===== config.mk =====
export PLATFORM = sky130hd
export DESIGN_NAME = flash_status_unit
export DESIGN_NICKNAME = d
export VERILOG_FILES = /design/src/rtl/fsu_pkg.sv /design/src/rtl/fsu_arm_gate.sv /design/src/rtl/fsu_status_reg.sv /design/src/rtl/fsu_prot_map.sv /design/src/rtl/flash_status_unit.sv
export SDC_FILE = /design/constraint.sdc
export NUM_CORES = 1
export LEC_CHECK = 0
export BUFFER_PORTS_ARGS = -buffer_cell sky130_fd_sc_hd__buf_2
export CORE_AREA = 2 2 39 41
export DETAILED_ROUTE_END_ITERATION = 16
export DIE_AREA = 0 0 41 43
export HOLD_SLACK_MARGIN = 0.06
export MAX_ROUTING_LAYER = met4
export PLACE_DENSITY = 0.69
export SYNTH_ARGS = -nofsm -noshare
export SYNTH_HDL_FRONTEND = slang
export SYNTH_HIERARCHICAL = 1
export SYNTH_SLANG_ARGS = --single-unit
export TNS_END_PERCENT = 5

===== constraint.sdc =====
create_clock -name clk -period 2.8 [get_ports clk]
set_input_delay 0.42 -clock clk [delete_from_list [all_inputs] [get_ports clk]]
set_output_delay 0.42 -clock clk [all_outputs]
set_load 0.02 [all_outputs]

===== src/rtl/fsu_pkg.sv =====
package fsu_pkg;

    typedef enum logic [2:0] {
        CMD_OTHER = 3'd0,
        CMD_WREN  = 3'd1,
        CMD_WRDI  = 3'd2,
        CMD_EWSR  = 3'd3,
        CMD_WRSR  = 3'd4
    } fsu_cmd_e;

    typedef struct packed {
        logic       lock;
        logic       aai;
        logic [1:0] spare;
        logic [1:0] bp;
        logic       wel;
        logic       busy;
    } fsu_status_t;

    localparam int STATUS_W = $bits(fsu_status_t);

    // Bits a status write may replace.
    localparam logic [STATUS_W-1:0] WR_MASK = 8'h8C;

    localparam fsu_status_t STATUS_RST = '{
        lock: 1'b1, aai: 1'b0, spare: 2'b00, bp: 2'b11, wel: 1'b0, busy: 1'b0
    };

    // Region test: only the two most significant address bits matter.
    function automatic logic in_region(input logic [1:0] bp, input logic [1:0] top2);
        case (bp)
            2'b00:   in_region = 1'b0;
            2'b01:   in_region = (top2 == 2'b11);
            2'b10:   in_region = top2[1];
            default: in_region = 1'b1;
        endcase
    endfunction

endpackage


===== src/rtl/fsu_arm_gate.sv =====
module fsu_arm_gate
    import fsu_pkg::*;
(
    input  logic       clk,
    input  logic       rst,
    input  logic       cmd_valid,
    input  fsu_cmd_e   cmd,
    input  logic       wp_n,
    input  logic       lock,
    output logic       wr_accept,
    output logic       prot_writable
);
    logic armed;

    always_ff @(posedge clk) begin
        if (rst)
            armed <= 1'b0;
        else if (cmd_valid)
            armed <= (cmd == CMD_EWSR);
    end

    always_comb begin
        wr_accept     = cmd_valid && (cmd == CMD_WRSR) && armed;
        prot_writable = wp_n || !lock;
    end
endmodule


===== src/rtl/fsu_status_reg.sv =====
module fsu_status_reg
    import fsu_pkg::*;
(
    input  logic                clk,
    input  logic                rst,
    input  logic                set_wel,
    input  logic                clr_wel,
    input  logic                op_start,
    input  logic                op_done,
    input  logic                aai_set,
    input  logic                aai_clr,
    input  logic                wr_accept,
    input  logic                prot_writable,
    input  logic [STATUS_W-1:0] wr_data,
    output fsu_status_t         st
);
    fsu_status_t st_n;

    always_comb begin
        st_n = st;
        if (wr_accept && prot_writable)
            st_n = fsu_status_t'((st & ~WR_MASK) | (wr_data & WR_MASK));
        // The latch clears on completion, but a same-cycle set wins.
        if (op_done) st_n.wel = 1'b0;
        if (clr_wel) st_n.wel = 1'b0;
        if (set_wel) st_n.wel = 1'b1;
        if (op_done)  st_n.busy = 1'b0;
        if (op_start) st_n.busy = 1'b1;
        if (aai_clr)  st_n.aai = 1'b0;
        if (aai_set)  st_n.aai = 1'b1;
        st_n.spare = 2'b00;
    end

    always_ff @(posedge clk) begin
        if (rst) st <= STATUS_RST;
        else     st <= st_n;
    end
endmodule


===== src/rtl/fsu_prot_map.sv =====
module fsu_prot_map
    import fsu_pkg::*;
#(
    parameter int ADDR_W = 20
) (
    input  logic [1:0]        bp,
    input  logic [ADDR_W-1:0] addr,
    output logic              hit
);
    localparam int TOP = ADDR_W - 1;

    logic [1:0] top2;

    always_comb begin
        top2 = addr[TOP -: 2];
        hit  = in_region(bp, top2);
    end

    // Only the two top address bits take part in the decision.
    logic unused_low;
    assign unused_low = ^addr[TOP-2:0];
endmodule


===== src/rtl/flash_status_unit.sv =====
module flash_status_unit
    import fsu_pkg::*;
#(
    parameter int ADDR_W = 20
) (
    input  logic              clk,
    input  logic              rst,
    input  logic              cmd_valid,
    input  logic [2:0]        cmd_code,
    input  logic [7:0]        wr_data,
    input  logic              wp_n,
    input  logic              op_start,
    input  logic              op_done,
    input  logic              aai_set,
    input  logic              aai_clr,
    input  logic [ADDR_W-1:0] addr,
    output logic [7:0]        status_out,
    output logic              addr_protected
);
    fsu_cmd_e    cmd;
    fsu_status_t st;
    logic        wr_accept;
    logic        prot_writable;
    logic        set_wel;
    logic        clr_wel;

    always_comb begin
        cmd     = fsu_cmd_e'(cmd_code);
        set_wel = cmd_valid && (cmd == CMD_WREN);
        clr_wel = cmd_valid && (cmd == CMD_WRDI);
    end

    fsu_arm_gate u_gate (
        .clk           (clk),
        .rst           (rst),
        .cmd_valid     (cmd_valid),
        .cmd           (cmd),
        .wp_n          (wp_n),
        .lock          (st.lock),
        .wr_accept     (wr_accept),
        .prot_writable (prot_writable)
    );

    fsu_status_reg u_reg (
        .clk           (clk),
        .rst           (rst),
        .set_wel       (set_wel),
        .clr_wel       (clr_wel),
        .op_start      (op_start),
        .op_done       (op_done),
        .aai_set       (aai_set),
        .aai_clr       (aai_clr),
        .wr_accept     (wr_accept),
        .prot_writable (prot_writable),
        .wr_data       (wr_data),
        .st            (st)
    );

    fsu_prot_map #(.ADDR_W(ADDR_W)) u_map (
        .bp   (st.bp),
        .addr (addr),
        .hit  (addr_protected)
    );

    assign status_out = st;
endmodule


**Word level (Yosys, flattened, before mapping)**

Index checks and enable logic that the tools add are counted.

- Bitwise logic cells: 1
- Reductions and logical operators: 11
- Equality and inequality tests: 7
- Mux-type cells: 9

Operators by type and width:

| kind | count |
|---|---|
| 7-bit by 8-bit bitwise OR with 8-bit output | 1 |
| 1-bit 2-to-1 mux | 7 |
| 7-bit 2-to-1 mux | 1 |
| 3-bit by 2-bit == test with 1-bit output (second input constant) | 2 |
| 3-bit nonzero test | 2 |
| 1-bit logical AND | 5 |
| 2-bit == test (second input constant) | 2 |
| 4-bit nonzero test | 1 |
| 3-bit by 1-bit == test with 1-bit output (second input constant) | 1 |
| 3-bit == test (second input constant) | 1 |
| 1-bit case mux with 3 select lines | 1 |
| 2-bit by 1-bit == test with 1-bit output (second input constant) | 1 |
| 2-bit logical NOT | 1 |
| 1-bit logical NOT | 1 |
| 1-bit logical OR | 1 |

- Bits of input ports: 39
- Output and inout bits: 9
- Logic and storage cells: 34
- Flip-flop bits (word level): 7

**Depth between registers and ports, before layout**

Gate-level depths: netlist (run 1).

- Word-level depth: 8
- Depth in mapped cells: 4
- Depth with buffers taken out: 4

**Modules after synthesis**

Netlist (run 1), hierarchy kept.

Modules (own cells, without submodules):

| module | cells an instance | seq. area each (um^2) | area each (um^2) | instances |
|---|---|---|---|---|
| fsu_status_reg | 25 | 120.1 | 235.2 | 1 |
| fsu_arm_gate | 7 | 20.0 | 58.8 | 1 |
| flash_status_unit | 2 | 0.0 | 25.0 | 1 |
| fsu_prot_map | 3 | 0.0 | 13.8 | 1 |

**Least setup slack after synthesis (run 1)**

No wires, ideal clock.

- Path type: input -> register
- From: in cmd_code[0]
- To: reg u_reg/st[2] (netlist name)
- Arrival: 1071 ps
- Setup slack: 1610 ps
- Buffers on the path: 0
- Required time: 2680 ps
- Stages: 4
- Library setup time: 120 ps
- Cells stage by stage: nor2_1 > and4_1 > nand2_1 > a211o_1

- Longest elaborated chain between the ends: 4

RTL lines:

| item | line | source |
|---|---|---|
| from (decl) | flash_status_unit.sv:9 | `input logic [2:0] cmd_code,` |
| 3-bit == test | fsu_arm_gate.sv:23 | `wr_accept = cmd_valid && (cmd == CMD_WRSR) && armed;` |
| 1-bit logical AND (2 in a row) | fsu_arm_gate.sv:23 |  |
| named net wr_accept | flash_status_unit.sv:22 | `logic wr_accept;` |
| 1-bit logical AND | fsu_status_reg.sv:21 | `if (wr_accept && prot_writable)` |

The timed path passes the listed nets, and every way through them passes these cells.
A chain may end at the register's enable or synchronous reset.

**Worst setup path after layout (run 1)**

- From: reg u_reg/st[2] (netlist name)
- To: out addr_protected

- Longest elaborated chain between the ends: 2
- Elaborated cells between the ends (all ways): 4
- Those cells by class: eq/ne (2); mux (1); reduce/logical (1)

RTL lines:

| item | line | source |
|---|---|---|
| 2-bit == test (tied with other cells) | fsu_pkg.sv:31 | `case (bp)` |
| 1-bit case mux with 3 select lines (*) | fsu_pkg.sv:31 |  |
| to (decl) | flash_status_unit.sv:18 | `output logic addr_protected` |

Every way passes the cells marked *; elsewhere a longest branch is shown, timed or not.

==> flow_metrics.tcl, run 1 <==
set metrics [dict create \
    slowest_stage "dfxtp_1" \
    synth-seq-cells 7 \
    cp_data_arrival_time_ns 0.94 \
    clkLatencyLatePin_ns 0.25 \
    async_flop_share_pct 0 \
    grt_util_all_layers_pct 8.687 \
    cts.sinks 7 \
    period_share_pct 48.67 \
    slew_viol_final 0 \
    startpoint_type "flip-flop" \
    wl_per_cell_um 9.064 \
    num_vias 339 \
    drc 0 \
    gp_congestion 0.5351 \
    fin_cells 78 \
    drt_wl_total_um 707 \
    synthTopCellsByCount "dfxtp_1, a21oi_1, nand2b_1" \
    nets 102 \
    synthesis.area_um2 332.8 \
    yosysSeqAreaShare_pct 42.11 \
    cts_root_buf "clkbuf_4" \
    dpl.hpwl_um 544.8 \
    grt_pass1_vias 252 \
    cp_cell_sequence "nand3_1 > nand2_1 > buf_2" \
    status "finished clean" \
    drive_above_1_share_pct 43.55 \
    grt_pass1_wl_um 1000 \
    dp_slack_ns 1.383 \
    io_buffers 22 \
    clk_path_buf_depth 2 \
    drt.antenna.violating_nets 0 \
    area_growth_pct 43.61 \
    synth_top_family_by_area "simple AND/OR/NAND/NOR gates" \
    fin_crit_ns 1.363 \
    cts_setup_buffers 0 \
    critPathMaxFanout 4 \
    cts-buffers-inserted 3 \
    dp_cells 74 \
    fin_worst_skew_ns 0.005653 \
    synth_xor_area_share_pct 0 \
    die_h_um 43 \
    h-tree-depth 1 \
    crit_required_ns 2.38 \
    p_leak_nw 0.2296 \
    start_util_pct 24.05 \
    cp-end-kind "output pin" \
    synth.area.mux_share_pct 0 \
    drt_iter0_drc 3 \
    dieArea_mm2 0.001763 \
    synth_edf_count 0 \
    synthFlopType "dfxtp_1" \
    viasPerCell 4.346 \
    rsz0062_at_grt "false" \
    synthCells 37 \
    die_w_um 41 \
    ir_drop_mv 0.2436 \
    cts_resized 0 \
    setup_viol 0 \
    grt_max_degree 8 \
    worstHoldPathCells 3 \
    synthSimpleGateAreaFrac_pct 33.46 \
    clk_pin_slew_ns 0.06 \
    core_area_mm2 0.001384 \
    yosysTopAreaCell "dfxtp_1" \
    powerDensity_mw_per_mm2 463.7 \
    synth.area.top_cells "dfxtp_1, a211o_1, and4bb_2" \
    num_io_pins 48 \
    hold_buffers 0 \
    slowest_delay_ns 0.38 \
    rr_worst_depth 3 \
    synth_top_area_share_pct 42.11 \
    yosys_warnings 6 \
    n_antenna_cell 0 \
    cap_violations 0 \
    antenna_found_initial 0 \
    timing_hold_violations_final 0 \
    synth_compound_area_share_pct 15.41 \
    cts_tree "built" \
    fin_ws_ns 1.437 \
    criticalPathCategory "flip-flop to output pin" \
    drt_pass1_iterations 2 \
    postSynthAreaPerCell_um2 8.995 \
    synth.distinct_cells 16 \
    grt-ovfl-total 0 \
    fillers 146 \
    tns_ns 0 \
    synthAdderAreaFrac_pct 0 \
    row_count 14 \
    fmax_mhz 733.9 \
    hold_path_class "input port to flip-flop" \
    whs_ns 0.4061 \
    yosysMostFrequentCell "dfxtp_1" \
]
-- final timing paths --
path	from	endpoint	slack [ns]
min reg2reg	u_reg/st[6]	u_reg/st[6]	0.47
max reg2reg	u_gate/armed	u_reg/st[7]	1.73
max	u_reg/st[2]	addr_protected	1.44
min	aai_set	u_reg/st[6]	0.41
-- sequential cells by signal, indices dropped and copies added (netlist names) --
name,count
u_gate/armed,1
u_reg/st,6
-- cells by family after synthesis --
family,after synthesis
other cells,1
compound gates,8
simple gates,16
buf+inv,5
flops,7
-- routing by layer --
layer	GRT usage, %	wire, um	share of wire [%]
met4	0	0	0
met3	6.283	61	8.6
met2	12.81	324	46
met1	10.13	321	45
met5	-	0	0
-- final cells by class --
type | count | area [um2] | share of cell area (%)
tap | 16 | 20.02 | 4.188
inverter | 3 | 11.26 | 2.356
timing repair buffer | 22 | 110.1 | 23.04
clock buffer | 4 | 26.28 | 5.497
sequential | 7 | 140.1 | 29.32
multi-input combinational | 26 | 170.2 | 35.60
-- report_power, final --
part | leakage (nW) | total [mW] | switching [mW] | internal, mW
combinational | 0.157 | 0.0278 | 0.0144 | 0.0134
clock | 0.0150 | 0.0904 | 0.0361 | 0.0543
sequential | 0.0572 | 0.103 | 0.00104 | 0.102
-- placed cells by master (no fill, tap or decap) --
cell type and count:
a211o_1 3, a21oi_1 4, and3_1 3, and4_1 1, and4bb_2 2, buf_2 22
clkbuf_1 1, clkbuf_4 3, conb_1 2, dfxtp_1 7, inv_1 3, nand2_1 2
nand2b_1 4, nand3_1 1, nand4b_1 1, nor2_1 1, o21ai_1 1, or3b_1 1
-- critical path, delay by kind of cell (launching register included) --
family,cells,cell delay (ns)
buffers and inverters,1,0.15
flip-flops,1,0.38
AND/OR/NAND/NOR,2,0.16
-- through the flow --
stage	util (%)	instance area [um2]	total power [mW]
2_1_floorplan	-	336.6	0.1197
3_3_place_gp	32.64	451.7	0.1327
3_5_place_dp	32.64	451.7	0.1333
4_1_cts	34.54	478.0	0.2262
5_1_grt	34.54	478.0	0.2341
6_report	34.54	478.0	0.2216
Note: power is estimated with default switching activity, not from simulation.
==> inputs of run 2 (changes only) <==
Settings changed: ABC_AREA from default to 1, CORE_AREA 2 2 39 41 to default, CORE_MARGIN from default to 1, CORE_UTILIZATION from default to 25, DIE_AREA 0 0 41 43 to default, PLACE_DENSITY 0.69 to 0.71.
Clock period 2.8 ns to 1.12 ns, I/O delays scaled along.
==> flow_metrics.tcl, run 2 <==
set metrics [dict create \
    top_register "u_reg/st" \
    fillers 138 \
    die_h_um 38.97 \
    clk_path_buf_depth 2 \
    hold_start "wr_data[3]" \
    largest_register_ffs 6 \
    grt_util_all_layers_pct 10.81 \
    cts_tree "built" \
    reg_top3 "u_reg/st x6, u_gate/armed x1" \
    num_io_pins 48 \
    drt_wl_total_um 692 \
    antenna_found_initial 0 \
    synthesis.area_um2 341.6 \
    synthCells 54 \
    num_vias 360 \
    start_util_pct 28.80 \
    drc 0 \
    fin_worst_skew_ns 0.002723 \
    regArea_um2 141.4 \
    powerDensity_mw_per_mm2 1154 \
    grt_max_degree 6 \
    cts-buffers-inserted 3 \
    yosysTopAreaCell "dfxtp_1" \
    gp_congestion 0.7078 \
    yosysSeqAreaShare_pct 41.03 \
    rsz0062_at_grt "false" \
    area_growth_pct 42.12 \
    p_sw_mw 0.1332 \
    p_int_mw 0.4271 \
    pwr-share-comb_pct 14.1 \
    h-tree-depth 1 \
    grt_pass1_vias 310 \
    postSynthAreaPerCell_um2 6.326 \
    tns_ns 0 \
    clk_pin_slew_ns 0.05 \
    yosysMostFrequentCell "nand2_1" \
    viasPerCell 3.871 \
    cp-end-kind "output pin" \
    status "finished clean" \
    crit_required_ns 0.95 \
    cts_root_buf "clkbuf_4" \
    clock_power_share_pct 39.2 \
    io_buffers 22 \
    drive_above_1_share_pct 35.44 \
    switching_share_pct 23.78 \
    synth_edf_count 0 \
    row_count 12 \
    drt.antenna.violating_nets 0 \
    core_area_mm2 0.001186 \
    fmax_mhz 929.5 \
    clkLatencyLatePin_ns 0.24 \
    grt_pass1_wl_um 1076 \
    r2r_start "u_gate/armed" \
    cap_violations 0 \
    slew_viol_final 0 \
    r2r-end "u_reg/st[2]" \
    pwr-share-seq_pct 46.7 \
    drt_iter0_drc 4 \
    period_share_pct 96.06 \
    synth.distinct_cells 11 \
    synthTopCellsByCount "nand2_1, inv_1, dfxtp_1" \
    dieArea_mm2 0.001518 \
    die_w_um 38.97 \
    p_leak_nw 0.2794 \
    async_flop_share_pct 0 \
    timing_hold_violations_final 0 \
    drt_pass1_iterations 2 \
    synthFlopType "dfxtp_1" \
    layout_commonest_cell "buf_2" \
    cp_data_arrival_time_ns 0.91 \
    synth-seq-cells 7 \
    rr_worst_depth 5 \
    synth.area.top_cells "dfxtp_1, nand2_1, inv_1" \
    wl_per_cell_um 7.441 \
    dpl.hpwl_um 569.5 \
    synth_top_area_share_pct 41.03 \
    hold_path_class "input port to flip-flop" \
    ir_drop_mv 0.8702 \
    rrSetupSlack_ns 0.28 \
    fin_cells 93 \
    yosys_warnings 6 \
    n_antenna_cell 0 \
    fin_crit_ns 1.076 \
    grt-ovfl-total 0 \
    hold_buffers 0 \
    cts.sinks 7 \
    critPathMaxFanout 4 \
    final_cell_mix "buf_2, nand2_1, inv_1" \
    criticalPathCategory "flip-flop to output pin" \
    nets 119 \
    setup_viol 0 \
    dp_cells 89 \
    holdPathEnd "u_reg/st[3]" \
    startpoint_type "flip-flop" \
    multi_input_area_um2 145.1 \
    worstHoldPathCells 3 \
]
[run 2: how the worst max path moves through the flow]
stage                      from              to
finish              u_reg/st[2]  addr_protected
global route        u_reg/st[2]  addr_protected
CTS                 u_reg/st[2]  addr_protected
detailed placement  cmd_code[0]     u_reg/st[2]
global placement    cmd_code[0]     u_reg/st[2]
floorplan           u_reg/st[2]  addr_protected
[run 2: power by group through the flow]
stage / logic [mW] / clock network, mW / registers, mW
after floorplan: 0.0353 / 0 / 0.274
after global routing: 0.0893 / 0.242 / 0.263
after detailed placement: 0.0795 / 0 / 0.267
final: 0.0790 / 0.220 / 0.262
after global placement: 0.0774 / 0 / 0.266
after CTS: 0.0797 / 0.232 / 0.262
[run 2: layout make-up]
type	count	share of cell area, %
flip-flops and latches	7	29.12
repair buffers	22	22.68
clock buffers	4	5.412
inverters	12	9.278
multi-input cells	34	29.90
well taps	14	3.608
[run 2: kinds of logic (layout without fill, tap and decap cells)]
family / count (synthesis) / in the layout / synth area share (%)
AO/OA/AOI/OAI: 6 / 6 / 8.792
AND/OR/NAND/NOR: 26 / 26 / 31.50
buffers and inverters: 14 / 38 / 17.58
flip-flops: 7 / 7 / 41.02
other: 1 / 2 / 1.098
[run 2: through the flow]
stage / utilization (%) / setup WS (ns) / power [mW] / hold WS [ns] / cell area [um2]
2_1_floorplan: - / 0.2280 / 0.3096 / 0.2371 / 345.3
4_1_cts: 40.82 / 0.01348 / 0.5735 / 0.1215 / 484.2
5_1_grt: 40.93 / 0.01331 / 0.5939 / 0.1285 / 485.5
6_report: 40.93 / 0.04413 / 0.5604 / 0.1268 / 485.5
3_3_place_gp: 38.61 / 0.2178 / 0.3439 / 0.3713 / 457.9
3_5_place_dp: 38.61 / 0.2016 / 0.3460 / 0.3816 / 457.9
[run 2: critical path, cell delays in order (launching register included)]
cell     delay [ns]
dfxtp_2        0.33
o21ai_1        0.13
nand2_1        0.06
buf_2          0.15
[run 2: per-layer routing]
metal	part of all wire [%]	vias up	GRT usage, %
li1	-	208	-
met1	51	137	10.18
met2	41	15	19.58
met3	7.4	0	3.468
met4	0	0	5.172
met5	0	-	-
[run 2: timing repair]
item | CTS | global route
buffers inserted | 0 | 0
endpoints found under the hold margin | 0 | 0
setup endpoints to repair | 0 | 1
gates resized for setup | 0 | 1
==> inputs of run 3 (changes only) <==
Settings changed: ABC_AREA 1 to default, PLACE_DENSITY 0.71 to 0.72.
==> flow_metrics.tcl, run 3 (synthesized netlist as in run 1, its figures left out) <==
set metrics [dict create \
    status "finished clean" \
    drt_wl_total_um 694 \
    cts_root_buf "clkbuf_4" \
    path_buf_inv 1 \
    core_area_mm2 0.001171 \
    drc 0 \
    setup_viol 0 \
    n_antenna_cell 0 \
    layout_commonest_cell "buf_2" \
    grt_pass1_wl_um 924 \
    power.total_mw 0.5604 \
    wl_per_cell_um 9.132 \
    h-tree-depth 1 \
    pwr-share-comb_pct 12.5 \
    io_buffers 22 \
    drt_iter0_drc 0 \
    hold_start "op_start" \
    grt_util_all_layers_pct 10.43 \
    final_cell_mix "buf_2, dfxtp_1, nand2b_1, a21oi_1" \
    period_share_pct 94.86 \
    hold_path_class "input port to flip-flop" \
    criticalPathCategory "flip-flop to output pin" \
    clk_pin_slew_ns 0.05 \
    clkLatencyLatePin_ns 0.25 \
    cpLargestDelayFamily "flip-flops" \
    cts_setup_buffers 0 \
    pwr-share-seq_pct 46.2 \
    die_w_um 38.49 \
    cts.sinks 7 \
    num_io_pins 48 \
    row_count 12 \
    cts_tree "built" \
    timing_hold_violations_final 0 \
    viasPerCell 4.539 \
    largest_register_ffs 6 \
    slowest_stage "dfxtp_2" \
    switching_share_pct 24.03 \
    antenna_found_initial 0 \
    drt.antenna.violating_nets 0 \
    p_sw_mw 0.1346 \
    cts-buffers-inserted 3 \
    area_growth_pct 44.74 \
    cp-end-kind "output pin" \
    drive_above_1_share_pct 46.77 \
    critPathMaxFanout 4 \
    fin_worst_skew_ns 0.001167 \
    die_h_um 38.49 \
    slowest_delay_ns 0.33 \
    fillers 133 \
    cp_cell_sequence "o21ai_1 > nand2_1 > buf_4" \
    crit_start "u_reg/st[2]" \
    p_leak_nw 0.2317 \
    top_register "u_reg/st" \
    nets 102 \
    num_vias 345 \
    tns_ns 0 \
    dpl.hpwl_um 528.4 \
    cap_violations 0 \
    dp_slack_ns -0.02288 \
    fmax_mhz 941.3 \
    gp_congestion 0.6610 \
    reg_top3 "u_reg/st x6, u_gate/armed x1" \
    cp_data_arrival_time_ns 0.89 \
    crit_required_ns 0.95 \
    powerDensity_mw_per_mm2 1163 \
    clk_path_buf_depth 2 \
    r2r_start "u_gate/armed" \
    start_util_pct 28.42 \
    fin_crit_ns 1.062 \
    grt_max_degree 8 \
    p_int_mw 0.4257 \
    drt_pass1_iterations 1 \
    clock_power_share_pct 41.3 \
    grt-ovfl-total 0 \
    fin_ws_ns 0.05762 \
    startpoint_type "flip-flop" \
    slew_viol_final 0 \
    dieArea_mm2 0.001481 \
    grt_pass1_vias 248 \
    ir_drop_mv 0.7334 \
]
-- run 3: final cells by class --
type / count / area [um2] / area share, %
multi-input combinational: 26 / 172.7 / 35.84
inverter: 3 / 11.26 / 2.338
clock buffer: 4 / 26.28 / 5.455
timing repair buffer: 22 / 112.6 / 23.38
sequential: 7 / 141.4 / 29.35
tap: 14 / 17.52 / 3.636
-- run 3: worst register-to-register path, cell delays in order (launching register included) --
cell and delay, ns:
dfxtp_1 0.33, and4_4 0.22, nand2_1 0.08, a211o_1 0.29
-- run 3: metrics by stage --
| step | util [%] | instances | hold WS, ns | cell area [um2] |
|---|---|---|---|---|
| 2_1_floorplan | - | 38 | 0.2371 | 336.6 |
| 3_3_place_gp | 38.35 | 72 | 0.4052 | 449.2 |
| 3_5_place_dp | 38.35 | 72 | 0.4121 | 449.2 |
| 4_1_cts | 40.60 | 76 | 0.1384 | 475.5 |
| 5_1_grt | 41.13 | 76 | 0.1428 | 481.7 |
| 6_report | 41.13 | 76 | 0.1485 | 481.7 |
-- run 3: routing by layer --
layer  track usage [%]  routed length (um)  vias to the layer above
li1                  -                   -                      178
met1             8.711                 279                      147
met2             15.00                 331                       18
met3             8.721                  73                        2
met4             7.759                   9                        0
met5                 -                   0                        -
-- run 3: power groups by stage --
| stage | clock (mW) | combinational [mW] | sequential [mW] |
|---|---|---|---|
| 2_1_floorplan | 0 | 0.0279 | 0.271 |
| 3_3_place_gp | 0 | 0.0688 | 0.264 |
| 3_5_place_dp | 0 | 0.0694 | 0.264 |
| 4_1_cts | 0.247 | 0.0701 | 0.259 |
| 5_1_grt | 0.262 | 0.0781 | 0.259 |
| 6_report | 0.231 | 0.0702 | 0.259 |
-- run 3: final timing paths --
kind / slack [ns] / cells after the start / endpoint
setup / recovery: 0.06 / 3 / addr_protected
hold / removal: 0.15 / 3 / u_reg/st[0]
setup reg to reg: 0.09 / 3 / u_reg/st[7]
hold reg to reg: 0.47 / 2 / u_reg/st[0]
-- run 3: what timing repair did --
| item | 4_1_cts | 5_1_grt |
|---|---|---|
| setup endpoints to repair | 0 | 4 |
| hold buffers | 0 | 0 |
| resized for setup | 0 | 3 |
